$ cat src/rtl/dma_swp_pkg.sv
package dma_swp_pkg;

  typedef enum logic [1:0] {
    ST_IDLE = 2'd0,
    ST_CMD  = 2'd1,
    ST_DATA = 2'd2,
    ST_FIN  = 2'd3
  } xfer_st_e;

  // exchange the two bytes of one halfword
  function automatic logic [15:0] swap_halfword(input logic [15:0] d);
    return {d[7:0], d[15:8]};
  endfunction

  // clear bit 0 unless the request passes through untouched
  function automatic logic [63:0] align_even(input logic [63:0] v, input logic pass);
    return pass ? v : {v[63:1], 1'b0};
  endfunction

  // size of the next command: bounded only when splitting is active
  function automatic logic [63:0] chunk_of(input logic [63:0] rem, input logic split,
                                           input logic [63:0] limit);
    return (split && (rem > limit)) ? limit : rem;
  endfunction

  // halfword beats needed to carry a byte count
  function automatic logic [63:0] beats_of(input logic [63:0] len);
    return (len + 64'd1) >> 1;
  endfunction

endpackage

$ cat src/rtl/dma_swp_lane.sv
module dma_swp_lane (
  input  logic        en,
  input  logic        swap,
  input  logic        s_valid,
  output logic        s_ready,
  input  logic [15:0] s_data,
  output logic        d_valid,
  input  logic        d_ready,
  output logic [15:0] d_data,
  output logic        fire
);
  import dma_swp_pkg::*;

  assign d_valid = en & s_valid;
  assign s_ready = en & d_ready;
  assign d_data  = swap ? swap_halfword(s_data) : s_data;
  assign fire    = en & s_valid & d_ready;

endmodule

$ cat src/rtl/dma_swp_ctrl.sv
module dma_swp_ctrl #(
  parameter int AW    = 32,
  parameter int LW    = 12,
  parameter int CHUNK = 64
) (
  input  logic          clk,
  input  logic          rst_n,
  input  logic          req_valid,
  output logic          req_ready,
  input  logic [AW-1:0] req_addr,
  input  logic [LW-1:0] req_len,
  input  logic          req_to_mem,
  input  logic          req_pass,
  output logic          cmd_valid,
  input  logic          cmd_ready,
  output logic [AW-1:0] cmd_addr,
  output logic [LW-1:0] cmd_len,
  output logic          cmd_write,
  output logic          data_phase,
  output logic          dir_write,
  output logic          pass_mode,
  input  logic          beat,
  output logic          last_beat,
  output logic          done
);
  import dma_swp_pkg::*;

  localparam logic [63:0] LIMIT = 64'(CHUNK);

  xfer_st_e      st_q;
  logic [AW-1:0] addr_q;
  logic [LW-1:0] rem_q;
  logic [LW-1:0] chunk_q;
  logic [LW-1:0] hw_left_q;
  logic          wr_q;
  logic          pass_q;

  logic          accept;
  logic [AW-1:0] a_addr;
  logic [LW-1:0] a_len;
  logic [LW-1:0] rem_after;
  logic          split_q;

  always_comb begin
    accept    = req_valid && (st_q == ST_IDLE);
    a_addr    = AW'(align_even(64'(req_addr), req_pass));
    a_len     = LW'(align_even(64'(req_len), req_pass));
    rem_after = rem_q - chunk_q;
    split_q   = wr_q && !pass_q;
    last_beat = (st_q == ST_DATA) && beat && (hw_left_q == LW'(1));
  end

  always_ff @(posedge clk) begin
    if (!rst_n) begin
      st_q      <= ST_IDLE;
      addr_q    <= '0;
      rem_q     <= '0;
      chunk_q   <= '0;
      hw_left_q <= '0;
      wr_q      <= 1'b0;
      pass_q    <= 1'b0;
    end else begin
      unique case (st_q)
        ST_IDLE: if (accept) begin
          addr_q  <= a_addr;
          rem_q   <= a_len;
          wr_q    <= req_to_mem;
          pass_q  <= req_pass;
          chunk_q <= LW'(chunk_of(64'(a_len), req_to_mem && !req_pass, LIMIT));
          st_q    <= (a_len == '0) ? ST_FIN : ST_CMD;
        end
        ST_CMD: if (cmd_ready) begin
          hw_left_q <= LW'(beats_of(64'(chunk_q)));
          st_q      <= ST_DATA;
        end
        ST_DATA: if (beat) begin
          hw_left_q <= hw_left_q - LW'(1);
          if (last_beat) begin
            addr_q  <= addr_q + AW'(chunk_q);
            rem_q   <= rem_after;
            chunk_q <= LW'(chunk_of(64'(rem_after), split_q, LIMIT));
            st_q    <= (rem_after == '0) ? ST_FIN : ST_CMD;
          end
        end
        ST_FIN: st_q <= ST_IDLE;
        default: st_q <= ST_IDLE;
      endcase
    end
  end

  assign req_ready  = (st_q == ST_IDLE);
  assign cmd_valid  = (st_q == ST_CMD);
  assign cmd_addr   = addr_q;
  assign cmd_len    = chunk_q;
  assign cmd_write  = wr_q;
  assign data_phase = (st_q == ST_DATA);
  assign dir_write  = wr_q;
  assign pass_mode  = pass_q;
  assign done       = (st_q == ST_FIN);

endmodule

$ cat src/rtl/hw_swap_dma.sv
module hw_swap_dma #(
  parameter int AW    = 32,
  parameter int LW    = 12,
  parameter int CHUNK = 64
) (
  input  logic          clk,
  input  logic          rst_n,
  input  logic          base_we,
  input  logic [AW-1:0] base_wdata,
  input  logic          req_valid,
  output logic          req_ready,
  input  logic [AW-1:0] req_offset,
  input  logic [LW-1:0] req_len,
  input  logic          req_to_mem,
  input  logic          req_pass,
  input  logic          wr_in_valid,
  output logic          wr_in_ready,
  input  logic [15:0]   wr_in_data,
  output logic          rd_out_valid,
  input  logic          rd_out_ready,
  output logic [15:0]   rd_out_data,
  output logic          mem_cmd_valid,
  input  logic          mem_cmd_ready,
  output logic [AW-1:0] mem_cmd_addr,
  output logic [LW-1:0] mem_cmd_len,
  output logic          mem_cmd_write,
  output logic          mem_wvalid,
  input  logic          mem_wready,
  output logic [15:0]   mem_wdata,
  input  logic          mem_rvalid,
  output logic          mem_rready,
  input  logic [15:0]   mem_rdata,
  output logic          done
);

  logic [AW-1:0] base_q;
  logic [AW-1:0] formed_addr;
  logic          data_phase;
  logic          dir_write;
  logic          pass_mode;
  logic          swap_active;
  logic          wr_fire;
  logic          rd_fire;
  logic          beat;
  logic          xfer_last;

  always_ff @(posedge clk) begin
    if (!rst_n)       base_q <= '0;
    else if (base_we) base_q <= base_wdata;
  end

  assign formed_addr = req_offset | base_q;
  assign swap_active = !pass_mode;
  assign beat        = wr_fire | rd_fire;

  dma_swp_ctrl #(.AW(AW), .LW(LW), .CHUNK(CHUNK)) u_ctrl (
    .clk        (clk),
    .rst_n      (rst_n),
    .req_valid  (req_valid),
    .req_ready  (req_ready),
    .req_addr   (formed_addr),
    .req_len    (req_len),
    .req_to_mem (req_to_mem),
    .req_pass   (req_pass),
    .cmd_valid  (mem_cmd_valid),
    .cmd_ready  (mem_cmd_ready),
    .cmd_addr   (mem_cmd_addr),
    .cmd_len    (mem_cmd_len),
    .cmd_write  (mem_cmd_write),
    .data_phase (data_phase),
    .dir_write  (dir_write),
    .pass_mode  (pass_mode),
    .beat       (beat),
    .last_beat  (xfer_last),
    .done       (done)
  );

  // peripheral -> memory
  dma_swp_lane u_wr_lane (
    .en      (data_phase & dir_write),
    .swap    (swap_active),
    .s_valid (wr_in_valid),
    .s_ready (wr_in_ready),
    .s_data  (wr_in_data),
    .d_valid (mem_wvalid),
    .d_ready (mem_wready),
    .d_data  (mem_wdata),
    .fire    (wr_fire)
  );

  // memory -> peripheral
  dma_swp_lane u_rd_lane (
    .en      (data_phase & !dir_write),
    .swap    (swap_active),
    .s_valid (mem_rvalid),
    .s_ready (mem_rready),
    .s_data  (mem_rdata),
    .d_valid (rd_out_valid),
    .d_ready (rd_out_ready),
    .d_data  (rd_out_data),
    .fire    (rd_fire)
  );

endmodule

$ cat config.mk
export PLATFORM = sky130hd
export DESIGN_NAME = hw_swap_dma
export DESIGN_NICKNAME = d
export VERILOG_FILES = /design/src/rtl/dma_swp_pkg.sv /design/src/rtl/dma_swp_lane.sv /design/src/rtl/dma_swp_ctrl.sv /design/src/rtl/hw_swap_dma.sv
export SDC_FILE = /design/constraint.sdc
export NUM_CORES = 1
export LEC_CHECK = 0
export BUFFER_PORTS_ARGS = -buffer_cell sky130_fd_sc_hd__buf_2
export CORE_UTILIZATION = 50
export DETAILED_ROUTE_END_ITERATION = 10
export GPL_ROUTABILITY_DRIVEN = 0
export PLACE_DENSITY = 0.77
export SETUP_SLACK_MARGIN = 0.2
export SYNTH_ARGS = -nofsm -noshare
export SYNTH_HDL_FRONTEND = slang
export SYNTH_SLANG_ARGS = --single-unit
$ cat constraint.sdc
create_clock -name clk -period 3 [get_ports clk]
set_input_delay 0.45 -clock clk [delete_from_list [all_inputs] [get_ports clk]]
set_output_delay 0.45 -clock clk [all_outputs]
set_load 0.02 [all_outputs]
== After elaboration in Yosys (flattened, before gate mapping) ==
Cells that the tools add are included.
Cells by class
  reductions and logical operators: 19
  equal/unequal tests: 8
  magnitude comparators: 2
  bitwise operators: 10
  mux-type cells: 28
  add/subtract/negate cells: 4
Operators by type and width (count)
  $mux 12: 10
  $mux 32: 3
  $pmux 12 s2: 3
  $pmux 32 s2: 1
  $add 32x12->32: 1
  $mux 16: 2
  $or 32x32->32: 1
  $gt 12x7->1 const B: 2
  $logic_not 12->1: 2
  $add 12x1->13 const B: 1
  $eq 12x1->1 const B: 1
  $mux 2: 6
  $sub 12x1->12 const B: 1
  $sub 12x12->12: 1
  $and 1x1->1: 8
  $ne 2x1->1 const B: 4
  $pmux 2 s4: 1
  $reduce_and 4->1: 2
  $logic_and 1x1->1: 7
  $eq 2x2->1 const B: 2
  $reduce_bool 2->1: 2
  $logic_not 1->1: 3
  $reduce_and 3->1: 1
  $eq 2x1->1 const B: 1
  4 further kinds: 5
Storage, ports and cells
  bits in registers: 104
  input bits: 119
  output and inout port bits: 84

== Logic depth before layout (Yosys ltp) ==
  depth in word-level cells: 10
  gate-level depth with buffers: 11
  depth with buffers taken out: 10

== Cells and area by module ==
Synthesis repeated with hierarchy kept, for this count alone.
Unflattened totals
  cell total of the unflattened synthesis: 896
  area, all modules: 7357.1 um2
Modules (own cells, without submodules)
  dma_swp_ctrl: times used 1, cells an instance 715, area an instance 5355.1 um2
  hw_swap_dma: times used 1, cells an instance 139, area an instance 1466.4 um2
  dma_swp_lane: times used 2, cells an instance 21, area an instance 267.8 um2

== Worst setup path after synthesis ==
No wires, ideal clock.
  kind: register -> register
  start: register u_ctrl.chunk_q[0], in the netlist u_ctrl.cmd_len[0]
  end: register u_ctrl.chunk_q[4], in the netlist u_ctrl.cmd_len[4]
  path slack: 256 ps
  path buffers: 0
  required time: 2919 ps
  data arrival time: 2663 ps
  stages on the path, launching flop included: 10
  cells stage by stage: dfxtp_1 -> ha_1 -> fa_1 -> nand2b_1 -> a211o_1 -> a211o_1 -> o311ai_1 -> o2111ai_1 -> or4_1 -> a41oi_1
On the way
  longest elaborated chain between the ends: 7
RTL lines
  start: declaration: line dma_swp_ctrl.sv:33  | logic [LW-1:0] chunk_q;
  start signal: assignment: line dma_swp_ctrl.sv:69  | chunk_q <= LW'(chunk_of(64'(a_len), req_to_mem && !req_pass, LIMIT));
  start signal: assignment: line dma_swp_ctrl.sv:81  | chunk_q <= LW'(chunk_of(64'(rem_after), split_q, LIMIT));
  $sub 12x12->12 (*): line dma_swp_ctrl.sv:48  | rem_after = rem_q - chunk_q;
  $gt 12x7->1: line dma_swp_pkg.sv:23  | return (split && (rem > limit)) ? limit : rem;
  $logic_and 1x1->1: line dma_swp_pkg.sv:23
  $mux 12 (*): line dma_swp_pkg.sv:23
  $mux 12 (*): line dma_swp_ctrl.sv:78  | if (last_beat) begin
  $mux 12 (*): line dma_swp_ctrl.sv:76  | ST_DATA: if (beat) begin
  $pmux 12 s2 (*): line dma_swp_ctrl.sv:63  | unique case (st_q)
Every way passes the cells marked *; elsewhere a longest branch is shown, timed or not. The select of a mux whose other input is x is not followed.
A chain may end at the register's enable or synchronous reset.

== Worst setup path after layout ==
  start: register u_ctrl.rem_q[0]
  end: register u_ctrl.chunk_q[4], in the netlist u_ctrl.cmd_len[4]
On the way
  longest elaborated chain between the ends: 7
RTL lines
  start: declaration: line dma_swp_ctrl.sv:32  | logic [LW-1:0] rem_q;
  start signal: assignment: line dma_swp_ctrl.sv:66  | rem_q <= a_len;
  start signal: assignment: line dma_swp_ctrl.sv:80  | rem_q <= rem_after;
  $sub 12x12->12 (*): line dma_swp_ctrl.sv:48
  $gt 12x7->1: line dma_swp_pkg.sv:23
  $logic_and 1x1->1: line dma_swp_pkg.sv:23
  $mux 12 (*): line dma_swp_pkg.sv:23
  $mux 12 (*): line dma_swp_ctrl.sv:78
  $mux 12 (*): line dma_swp_ctrl.sv:76
  $pmux 12 s2 (*): line dma_swp_ctrl.sv:63
Marked as above.

==> out/summary.txt <==
status = finished, final reports clean
Post-synth EDFFs = 0
number of global-route vias before repair = 7,174
highest-count cells in the layout ignoring fill and taps = buf_2 (202), nor2_1 (124), dfxtp_1 (103)
Worst-Skew Late Latency = 0.36 ns
Register-to-Register Path Depth = 10
die height = 121 um
Hold Fails Final Rpt = 0
DPL Wire Length = 17,100 um
Hold Crit Class = input port to flip-flop
sequential area share after synthesis = 29.3%
Synth area leaders = dfxtp_1 (29%), nor2_1 (6.6%), mux2_2 (5.2%), mux2i_1 (5.2%), ha_1 (4.6%)
antenna-violating nets left = 0
area leader, netlist = dfxtp_1
Final Cycle Share = 92.7%
WHS = 0.325 ns
share of cells above drive strength 1 = 28.5%
Hold Crit Depth = 3
initial DRC count = 602
Hold Crit Start = base_wdata[15]
CP Data Arrival Time = 3.06 ns
CP endpoint kind = flip-flop
synth warn = 0
max incr delay on CP = 0.44 ns
Mapped Area = 7100 um^2
Rows = 43
final net count = 1,245
CTS tree = built
CP Class = flip-flop to flip-flop
IO Count = 203
clock buffers created by TritonCTS = 9
FMAX = 360 MHz
port buffer count = 202
Placement Cell Area = 8390 um^2
post-layout min period = 2.78 ns
Design Area, Final = 8720 um^2
Syn Inst Count = 908
Longest Clk Path Bufs = 2
Worst R2R Start = u_ctrl.rem_q[0]
grt ovf = 0
synthesized area per cell = 7.82 um^2
total chip power = 5.54 mW
routed wire length = 22,700 um
post-synthesis cell type count = 76
hold path endpoint = base_q[15]
Storage cell area = 2080 um^2
Die Area = 14,700 um^2
hold_buf cts = 0
worst slew pin tran = 1.02 ns
asr flop ratio synth = 0%
Pre-Repair DR Iteration Count = 5
Slowest-stage cell, CP = or4_1
Synth top area share = 29.3%
Vias/cell = 5.98
r2r endpoint = u_ctrl.cmd_len[4]
largest net degree at the start of global routing = 62
CP Cell Sequence = inv_1 > ha_1 > fa_2 > nand2b_1 > a211o_1 > a211o_1 > o311ai_1 > o2111ai_1 > or4_1 > a41oi_1
dominant synthesized flop cell = dfxtp_1
required time of the critical path = 3.28 ns
first-pass GRT wire length = 36,100 um
syn nets = 1,055
max cap viols = 0
routed via count = 7,677
Final setup viols = 0
Worst VDD drop = 443 uV
setup TNS = 0 ns
Multi-input gate area = 4740 um^2
WL/cell = 17.7 um
clock sink total = 104
DR DRC count = 0
Starting Density = 51.2%
Layout area overhead = 22.8%
Total GRT Usage = 31.3%
CTS H-tree depth = 3
Setup crit start kind = flip-flop
Worst slew margin = 31.4%
clock skew = 0.00782 ns
CP Max Fanout = 3
initial antenna violation count = 1
core area = 13,900 um^2
Crit path top cell by count = a211o_1
commonest non-fill, non-tap cell in the layout = buf_2
synthesized flop and latch total = 104
Fillers = 1,285
R2R setup slack = 0.22 ns
root buffer selected by CTS = clkbuf_16
Die Wd = 121 um
Reg clk slew, reported paths = 0.08 ns
RSZ-0062 raised after global routing = yes
Final Max Tran Viols = 0
Leak = 3.77 nW
P per Cell Area = 636 nW/um^2
==> worst max-delay path: cells and delay by family, from the launching register on <==
| family | cells | cell delay, ns |
|---|---|---|
| buffers and inverters | 1 | 0.05 |
| AO/OA/AOI/OAI | 5 | 1.11 |
| flip-flops | 1 | 0.33 |
| AND/OR/NAND/NOR | 2 | 0.62 |
| adder cells (fa/ha/maj) | 2 | 0.59 |
==> state kept, by name, indices dropped and copies added, names as in the netlist <==
signal / cells
u_ctrl.cmd_addr: 32
base_q: 32
u_ctrl.cmd_write: 1
u_ctrl.pass_mode: 1
u_ctrl.cmd_len: 12
u_ctrl.rem_q: 12
u_ctrl.hw_left_q: 12
u_ctrl.st_q: 2
==> worst max-delay path by stage <==
stage / start / endpoint / slack (ns)
floorplan: u_ctrl.cmd_len[0] / u_ctrl.cmd_len[4] / 0.26
global placement: u_ctrl.cmd_len[0] / u_ctrl.cmd_addr[14] / 0.24
detailed placement: u_ctrl.cmd_len[0] / u_ctrl.cmd_addr[14] / 0.18
CTS: u_ctrl.rem_q[0] / u_ctrl.cmd_len[4] / 0.24
global route: u_ctrl.rem_q[0] / u_ctrl.cmd_len[4] / 0.13
finish: u_ctrl.rem_q[0] / u_ctrl.cmd_len[4] / 0.22
==> cells in the mapped netlist (3+ instances only) <==
master     count
a31oi_1        4
buf_1          3
a311oi_1       7
nand2_1       80
and3_1        13
xor2_1        11
nand2b_1      11
nor3b_1        4
o31a_1         3
nand3b_1       3
mux2_2        33
a21o_1         5
clkbuf_1      45
mux2i_1       37
nor2b_1        4
o2111ai_1      4
o32ai_1        5
o311ai_1       3
nand4_1        8
inv_1         27
or3_1          5
dfxtp_1      104
buf_2          9
xnor2_1       16
a22oi_1        5
a41oi_1        3
a22o_1         4
a211oi_1      13
nor2_1       125
nand3_1       29
o211ai_1      21
o22ai_1       10
a21oi_1       61
o221ai_1       7
a221oi_1       6
and2_1         8
o21ai_0       58
or4_1          6
nor4_1         9
a211o_1        3
nor3_1        26
ha_1          26
==> routing by layer <==
metal / wire length, um / track usage [%] / vias up
met3: 1650 / 6.48 / 46
met1: 10000 / 41.5 / 3591
met2: 10500 / 50.1 / 307
li1: - / - / 3733
met5: 0 / 0 / -
met4: 494 / 11.1 / 0
==> kinds of logic (layout without fill, tap and decap cells) <==
family	Yosys count	in the layout	synth area share (%)
mux	70	70	10.4
fa+ha+maj	28	28	5.14
other cells	0	1	0
simple gates	347	347	23.8
buf+inv	84	279	4.60
flops	104	104	29.3
xor+xnor	27	27	3.33
compound gates	248	248	23.4
==> stage by stage <==
step | worst slack [ns] | util (%) | cells
after detailed placement | 0.176 | 60.5 | 1266
after CTS | 0.240 | 62.6 | 1282
after global placement | 0.244 | 60.5 | 1266
after global routing | 0.127 | 62.8 | 1283
final | 0.219 | 62.8 | 1284
after floorplan | 0.256 | - | 908
==> what timing repair did <==
| item | 4_1_cts | 5_1_grt |
|---|---|---|
| resized for setup | 2 | 6 |
| buffers inserted | 0 | 1 |
| gates cloned | 0 | 0 |
| pin swaps | 1 | 3 |
| endpoints found under the setup margin | 4 | 11 |
==> power by group <==
group          internal, mW  total (mW)  switching [mW]
combinational          1.01        2.61            1.60
sequential             1.56        1.76           0.198
clock                 0.598        1.17           0.576
==> cell type report <==
| type | count | area share [%] |
|---|---|---|
| Antenna cell | 1 | 0.0287 |
| Clock buffer | 10 | 2.74 |
| Clock inverter | 6 | 0.588 |
| Inverter | 27 | 1.16 |
| Multi-Input combinational cell | 720 | 54.4 |
| Sequential cell | 104 | 23.9 |
| Tap cell | 180 | 2.58 |
| Timing Repair Buffer | 236 | 14.7 |
No activity file was read; power rests on OpenSTA's default activity.
